$ cat config.mk
export PLATFORM = sky130hd
export DESIGN_NAME = peak_window_locator
export DESIGN_NICKNAME = d
export VERILOG_FILES = /design/src/rtl/plw_pkg.sv /design/src/rtl/plw_tap_square.sv /design/src/rtl/plw_window_track.sv /design/src/rtl/plw_best_pick.sv /design/src/rtl/peak_window_locator.sv
export SDC_FILE = /design/constraint.sdc
export NUM_CORES = 2
export LEC_CHECK = 0
export BUFFER_PORTS_ARGS = -buffer_cell sky130_fd_sc_hd__buf_2
export CAP_MARGIN = 20
export CORE_ASPECT_RATIO = 0.9
export CORE_MARGIN = 2
export CORE_UTILIZATION = 45
export DETAILED_ROUTE_END_ITERATION = 10
export SLEW_MARGIN = 10
export SYNTH_ARGS = -nofsm -noshare
export SYNTH_HDL_FRONTEND = slang
export SYNTH_SLANG_ARGS = --single-unit
$ cat constraint.sdc
create_clock -name clk -period 9 [get_ports clk]
set_input_delay 0.45 -clock clk [delete_from_list [all_inputs] [get_ports clk]]
set_output_delay 0.45 -clock clk [all_outputs]
set_load 0.1 [all_outputs]
$ cat src/rtl/plw_pkg.sv
package plw_pkg;
  // Run control state of the locator
  typedef enum logic {
    PLW_IDLE = 1'b0,
    PLW_RUN  = 1'b1
  } plw_state_e;
endpackage

$ cat src/rtl/plw_tap_square.sv
// Stage 1: register the squared tap together with its index and flags.
module plw_tap_square #(
  parameter int TAP_W = 16,
  parameter int IDX_W = 8,
  localparam int SQ_W = 2 * TAP_W
) (
  input  logic                    clk,
  input  logic                    rst,
  input  logic                    clr,
  input  logic                    in_v,
  input  logic                    in_last,
  input  logic [IDX_W-1:0]        in_idx,
  input  logic signed [TAP_W-1:0] in_tap,
  output logic                    sq_v,
  output logic                    sq_last,
  output logic [IDX_W-1:0]        sq_idx,
  output logic [SQ_W-1:0]         sq_val
);
  logic signed [SQ_W-1:0] prod;
  assign prod = in_tap * in_tap;

  always_ff @(posedge clk) begin
    if (rst || clr) begin
      sq_v    <= 1'b0;
      sq_last <= 1'b0;
    end else begin
      sq_v    <= in_v;
      sq_last <= in_v && in_last;
    end
  end

  always_ff @(posedge clk) begin
    if (in_v) begin
      sq_idx <= in_idx;
      sq_val <= prod;
    end
  end
endmodule

$ cat src/rtl/plw_window_track.sv
// Stage 2: sliding window sum and running total, fed by a circular buffer of squares.
module plw_window_track #(
  parameter int SQ_W    = 32,
  parameter int ACC_W   = 40,
  parameter int IDX_W   = 8,
  parameter int WIN_LEN = 32,
  localparam int PTR_W  = (WIN_LEN > 1) ? $clog2(WIN_LEN) : 1
) (
  input  logic             clk,
  input  logic             rst,
  input  logic             clr,
  input  logic             rd_en,
  input  logic             sq_v,
  input  logic             sq_last,
  input  logic [IDX_W-1:0] sq_idx,
  input  logic [SQ_W-1:0]  sq_val,
  output logic [ACC_W-1:0] win_sum,
  output logic [ACC_W-1:0] total,
  output logic             cand_v,
  output logic [IDX_W-1:0] cand_start,
  output logic             trk_last
);
  localparam logic [PTR_W-1:0] PTR_TOP = PTR_W'(WIN_LEN - 1);
  localparam logic [IDX_W:0]   FULL_AT = (IDX_W+1)'(WIN_LEN - 1);
  localparam logic [IDX_W:0]   DROP_AT = (IDX_W+1)'(WIN_LEN);
  localparam logic [IDX_W-1:0] BACK    = IDX_W'(WIN_LEN - 1);

  logic [SQ_W-1:0]  sq_mem [WIN_LEN];
  logic [PTR_W-1:0] rd_ptr, wr_ptr;
  logic [SQ_W-1:0]  leaving_q;
  logic [IDX_W:0]   idx_x;
  logic [ACC_W-1:0] drop_val;

  // pointer of the slot read for the tap in stage 0, reused for its write in stage 1
  always_ff @(posedge clk) begin
    if (rst || clr) begin
      rd_ptr <= '0;
      wr_ptr <= '0;
    end else if (rd_en) begin
      rd_ptr <= (rd_ptr == PTR_TOP) ? '0 : rd_ptr + 1'b1;
      wr_ptr <= rd_ptr;
    end
  end

  // memory without reset so that block RAM can hold it
  always_ff @(posedge clk) begin
    if (rd_en) leaving_q <= sq_mem[rd_ptr];
  end

  always_ff @(posedge clk) begin
    if (sq_v) sq_mem[wr_ptr] <= sq_val;
  end

  assign idx_x    = {1'b0, sq_idx};
  assign drop_val = (idx_x >= DROP_AT) ? ACC_W'(leaving_q) : '0;

  always_ff @(posedge clk) begin
    if (rst || clr) begin
      win_sum  <= '0;
      total    <= '0;
      cand_v   <= 1'b0;
      trk_last <= 1'b0;
    end else begin
      cand_v   <= sq_v && (idx_x >= FULL_AT);
      trk_last <= sq_v && sq_last;
      if (sq_v) begin
        win_sum <= win_sum + ACC_W'(sq_val) - drop_val;
        total   <= total + ACC_W'(sq_val);
      end
    end
  end

  always_ff @(posedge clk) begin
    if (sq_v) cand_start <= sq_idx - BACK;
  end
endmodule

$ cat src/rtl/plw_best_pick.sv
// Stage 3: keep the strongest window; strict compare keeps the earliest on ties.
module plw_best_pick #(
  parameter int ACC_W = 40,
  parameter int IDX_W = 8
) (
  input  logic             clk,
  input  logic             rst,
  input  logic             clr,
  input  logic             cand_v,
  input  logic [IDX_W-1:0] cand_start,
  input  logic [ACC_W-1:0] cand_sum,
  input  logic             in_last,
  output logic [ACC_W-1:0] best_sum,
  output logic [IDX_W-1:0] best_start,
  output logic             pick_last
);
  always_ff @(posedge clk) begin
    if (rst || clr) begin
      best_sum   <= '0;
      best_start <= '0;
      pick_last  <= 1'b0;
    end else begin
      pick_last <= in_last;
      if (cand_v && (cand_sum > best_sum)) begin
        best_sum   <= cand_sum;
        best_start <= cand_start;
      end
    end
  end
endmodule

$ cat src/rtl/peak_window_locator.sv
module peak_window_locator
  import plw_pkg::*;
#(
  parameter int TAP_W    = 16,
  parameter int WIN_LEN  = 32,
  parameter int MAX_TAPS = 256,
  localparam int IDX_W   = $clog2(MAX_TAPS),
  localparam int LEN_W   = $clog2(MAX_TAPS + 1),
  localparam int SQ_W    = 2 * TAP_W,
  localparam int ACC_W   = SQ_W + IDX_W
) (
  input  logic                    clk,
  input  logic                    rst,
  input  logic                    start_i,
  input  logic [LEN_W-1:0]        len_i,
  input  logic                    tap_valid_i,
  input  logic signed [TAP_W-1:0] tap_i,
  output logic                    done_o,
  output logic [IDX_W-1:0]        delta_o,
  output logic [ACC_W-1:0]        win_energy_o,
  output logic [ACC_W-1:0]        out_energy_o
);
  localparam logic [LEN_W-1:0] LEN_CAP = LEN_W'(MAX_TAPS);
  localparam logic [LEN_W-1:0] WIN_L   = LEN_W'(WIN_LEN);

  plw_state_e       state;
  logic [LEN_W-1:0] len_q, len_eff;
  logic [IDX_W-1:0] idx_q;
  logic             short_q;
  logic             go, accept, last_tap;

  logic             sq_v, sq_last;
  logic [IDX_W-1:0] sq_idx;
  logic [SQ_W-1:0]  sq_val;
  logic [ACC_W-1:0] win_sum, total;
  logic             cand_v, trk_last;
  logic [IDX_W-1:0] cand_start;
  logic [ACC_W-1:0] best_sum;
  logic [IDX_W-1:0] best_start;
  logic             pick_last;

  assign go       = start_i && (len_i != '0);
  assign len_eff  = (len_i > LEN_CAP) ? LEN_CAP : len_i;
  assign accept   = (state == PLW_RUN) && tap_valid_i && !go;
  assign last_tap = accept && (LEN_W'(idx_q) == len_q - 1'b1);

  always_ff @(posedge clk) begin
    if (rst) begin
      state   <= PLW_IDLE;
      len_q   <= '0;
      idx_q   <= '0;
      short_q <= 1'b0;
    end else if (go) begin
      state   <= PLW_RUN;
      len_q   <= len_eff;
      idx_q   <= '0;
      short_q <= (len_eff < WIN_L);
    end else if (accept) begin
      idx_q <= idx_q + 1'b1;
      if (last_tap) state <= PLW_IDLE;
    end
  end

  plw_tap_square #(.TAP_W(TAP_W), .IDX_W(IDX_W)) u_square (
    .clk     (clk),
    .rst     (rst),
    .clr     (go),
    .in_v    (accept),
    .in_last (last_tap),
    .in_idx  (idx_q),
    .in_tap  (tap_i),
    .sq_v    (sq_v),
    .sq_last (sq_last),
    .sq_idx  (sq_idx),
    .sq_val  (sq_val)
  );

  plw_window_track #(
    .SQ_W(SQ_W), .ACC_W(ACC_W), .IDX_W(IDX_W), .WIN_LEN(WIN_LEN)
  ) u_track (
    .clk        (clk),
    .rst        (rst),
    .clr        (go),
    .rd_en      (accept),
    .sq_v       (sq_v),
    .sq_last    (sq_last),
    .sq_idx     (sq_idx),
    .sq_val     (sq_val),
    .win_sum    (win_sum),
    .total      (total),
    .cand_v     (cand_v),
    .cand_start (cand_start),
    .trk_last   (trk_last)
  );

  plw_best_pick #(.ACC_W(ACC_W), .IDX_W(IDX_W)) u_pick (
    .clk        (clk),
    .rst        (rst),
    .clr        (go),
    .cand_v     (cand_v),
    .cand_start (cand_start),
    .cand_sum   (win_sum),
    .in_last    (trk_last),
    .best_sum   (best_sum),
    .best_start (best_start),
    .pick_last  (pick_last)
  );

  // registered results
  always_ff @(posedge clk) begin
    if (rst) begin
      done_o       <= 1'b0;
      delta_o      <= '0;
      win_energy_o <= '0;
      out_energy_o <= '0;
    end else if (go) begin
      done_o <= 1'b0;
    end else begin
      done_o <= pick_last;
      if (pick_last) begin
        delta_o      <= short_q ? '0 : best_start;
        win_energy_o <= short_q ? total : best_sum;
        out_energy_o <= short_q ? '0 : (total - best_sum);
      end
    end
  end
endmodule

==> metrics.md <==
| Metric | Value |
|---|---|
| CP max FO | `20` |
| Sequential Area | `0.0372 mm²` |
| Reg2Reg Depth | `16` |
| Clk Latency, worst-skew pair | `770 ps` |
| H-tree Lvls | `4` |
| DP HPWL | `around 100 mm` |
| Clk buf depth | `3` |
| # setup viols final | `0` |
| Tot GR Track Use | `21.8%` |
| RR Endpoint | `u_track.win_sum[36]$_SDFFE_PP0P_` |
| Total grt overflow | `0` |
| Area leader, netlist | `edfxtp_1` |
| HP Class | `primary input to flop` |
| PD cells | `291 mW/mm²` |
| Drt wl/cell | `23.8 µm` |
| WL final | `163 mm` |
| Hold slack | `61.0 ps` |
| Startpoint Class | `primary input` |
| DRT antenna net count | `0` |
| WP data required | `approximately 9500 ps` |
| Worst r2r src | `u_square.sq_idx[5]$_DFFE_PP_` |
| Mapped Nets | `5157` |
| HP Start | `tap_valid_i` |
| Yosys reg bits | `1321` |
| Reported max-cap violation count | `0` |
| VDD IR max | `0.000356 V` |
| Die width | `408 µm` |
| DRT iter0 DRCs | `3465` |
| DR DRC count | `0` |
| Final min period | `6630 ps` |
| Slew Limit Fails | `0` |
| Synth warnings | `0` |
| Area Overhead vs Synth | `11.8%` |
| Hold Crit Depth | `2` |
| Setup crit end kind | `flop` |
| Yosys top cell area share | `48.5%` |
| Avg Inst Size Synth | `~14 µm²` |
| Primary FF master, synth | `edfxtp_1` |
| Clk slew on worst S/H paths | `60 ps` |
| Chip height | `368 µm` |
| Post-synth EDFFs | `1070` |
| Initial antenna violation count | `5` |
| Post-CTS Resized | `0` |
| Skew final | `33.3 ps` |
| Setup crit start | `tap_i[15]` |
| Sink Count | `1321` |
| Number of diodes | `0` |
| Fill count | `~12000` |
| Vias | `approximately 38000` |
| Hold Fails Final Rpt | `0` |
| Multi-input gate area | `0.0266 mm²` |
| Setup_tns | `0 ps` |
| Run status | `completed` |
| Share of synthesized registers carrying an async set or reset | `0%` |
| Critical Path AT | `7120 ps` |
| Sequential share of the synthesized area | `56.1%` |
| R2R setup slack | `4030 ps` |
| Core ar. | `0.146 mm²` |
| Cell Rows | `133` |
| Syn Inst Count | `roughly 4600` |
| WS Path Type | `primary input to flop` |
| Placer congestion estimate | `0.860` |
| Post-synth cell types | `90` |
| Nets@finish | `between 5000 and 6000` |
| Leak | `26.6 nW` |
| Tightest Pin Transition | `1100 ps` |
| Unrepaired setup endpoints after global routing | `false` |
| CTS Buf Count | `138` |
| Largest net degree at the start of global routing | `a little over 100` |
| Number of global-route vias before repair | `38672` |
| Slew HR | `26.5%` |
| Initial core utilization | `45.3%` |
| I/O Buffers | `117` |
| Global-route wire length before repair | `between 200 and 250 mm` |
| Final cycle utilization of the critical path | `73.6%` |
| DR pass1 iterations | `6` |
| Share of cells above drive strength 1 | `between 10% and 20%` |
| Synth Cell Area | `roughly 0.066 mm²` |
| Routed vias/inst | `5.55` |
| CTS root buf | `clkbuf_16` |
| Post-CTS Setup Repair Bufs | `0` |
| I/O Pins | `118` |
| CTS tree | `yes` |
| Cts hold-fix bufs | `7` |
| Hold endpoint | `u_square.sq_v$_SDFF_PP0_` |
| Max Clk Rate | `151 MHz` |
| Synth area leaders | `edfxtp_1, mux4_2, fa_1, dfxtp_1, ha_1` |
| Full die area | `0.150 mm²` |
==> where the power goes <==
part	switching [mW]	total, mW	internal [mW]
registers	0.0358	7.54	7.50
clock network	2.39	5.64	3.25
logic	5.00	8.38	3.38
total	7.43	21.6	14.1
==> logic make-up (layout without fill, tap and decap cells) <==
family / after synthesis / after routing / synth area share (%)
AND/OR/NAND/NOR: 871 / 871 / 6.07
adder cells (fa/ha/maj): 514 / 514 / 12.7
flip-flops: 1321 / 1321 / 56.1
multiplexers: 476 / 476 / 13.1
XOR/XNOR: 160 / 160 / 2.12
other: 1 / 1 / 0.00566
buffers and inverters: 704 / 980 / 4.06
AO/OA/AOI/OAI: 567 / 567 / 5.78
==> layout make-up <==
cell class / instances / area share (%)
Inverter: 523 / 2.66
Clock buffer: 188 / 5.20
Clock inverter: 59 / 0.837
Timing Repair Buffer: 210 / 1.81
Tap cell: 1957 / 3.31
Multi-Input combinational cell: 2589 / 36.0
Sequential cell: 1321 / 50.2
==> how the worst max path moves through the flow <==
stage                                                to  cells after the start
final                     u_square.sq_val[31]$_DFFE_PP_                     22
after global routing      u_square.sq_val[31]$_DFFE_PP_                     22
after CTS                 u_square.sq_val[31]$_DFFE_PP_                     22
after detailed placement  u_square.sq_val[31]$_DFFE_PP_                     22
after global placement    u_square.sq_val[31]$_DFFE_PP_                     22
after floorplan           u_square.sq_val[31]$_DFFE_PP_                     22
==> cell usage in the layout (no fill, tap or decap), drive strengths merged, types with 8 or more instances in the layout <==
cell    count
clkbuf    188
inv       531
o211ai     13
nand2     294
dfxtp     251
or2         8
bufinv      8
mux2i     133
fa        265
ha        249
edfxtp   1070
a21o       79
o21bai     24
mux2       33
nand3b     17
xnor2     105
a211oi     64
nand4      21
nand2b     22
nor2b      47
o21ai      89
a21oi     154
nand3      46
o21a       25
and3       16
mux4      310
nor2      272
nor3       35
and2       45
xor2       55
a31oi      17
o22ai      10
clkinv     41
a22oi      15
or3        21
buf       203
o31ai       9
==> flip-flops by register name, summed over array words and instances (netlist names), 9 cells and up <==
name               flops
u_square.sq_val       31
len_q                  9
u_track.leaving_q     31
u_track.total         40
u_pick.best_sum       40
u_track.sq_mem       992
u_track.win_sum       40
win_energy_o          40
out_energy_o          40
==> critical path, cell delays in order <==
cell      delay [ps]
buf_2            230
inv_1            510
nor2_1           190
fa_1             740
fa_1             500
fa_1             490
fa_1             500
fa_1             490
inv_1             50
fa_1             470
inv_1             40
ha_1             350
a211o_1          310
nor2_1            90
o21ai_1           90
a21o_1           180
a221oi_2         380
o21ai_2          130
or4_1            440
a31oi_2          240
o21ai_1          110
xnor2_1          130
==> stage by stage <==
stage                     setup slack, ps  cell area (µm²)  utilization (%)  cells  total power [mW]
after detailed placement             1600            69500             47.6   6593              16.0
after CTS                            2390            74000             50.7   6847              21.6
after global placement               1680            69500             47.6   6593              15.9
final                                2370            74000             50.7   6847              21.6
after floorplan                      2370            66200                -   4614              13.9
after global routing                 1960            74000             50.7   6847              23.0
==> metal layers <==
layer / vias to the layer above / wire, µm / global-route usage [%] / part of all wire [%]
met2: 1124 / 74300 / 34.2 / 46
met3: 176 / 9990 / 3.03 / 6.1
met5: - / 13 / 0 / 0.0080
li1: 17196 / - / - / -
met1: 19488 / 75900 / 32.5 / 47
met4: 2 / 2830 / 5.11 / 1.7
==> cells in the mapped netlist, types with 35 or more instances <==
library cell	number
fa_1	265
dfxtp_1	251
and2_1	45
a211oi_1	63
inv_1	522
nor3_1	35
nand3_1	45
o21ai_0	60
xnor2_1	105
ha_1	249
xor2_1	55
clkbuf_1	117
nor2b_1	47
edfxtp_1	1070
nor2_1	272
mux2i_1	133
a21oi_1	151
a21o_1	79
mux4_2	310
nand2_1	293
Note: power is estimated with default switching activity, not from simulation.
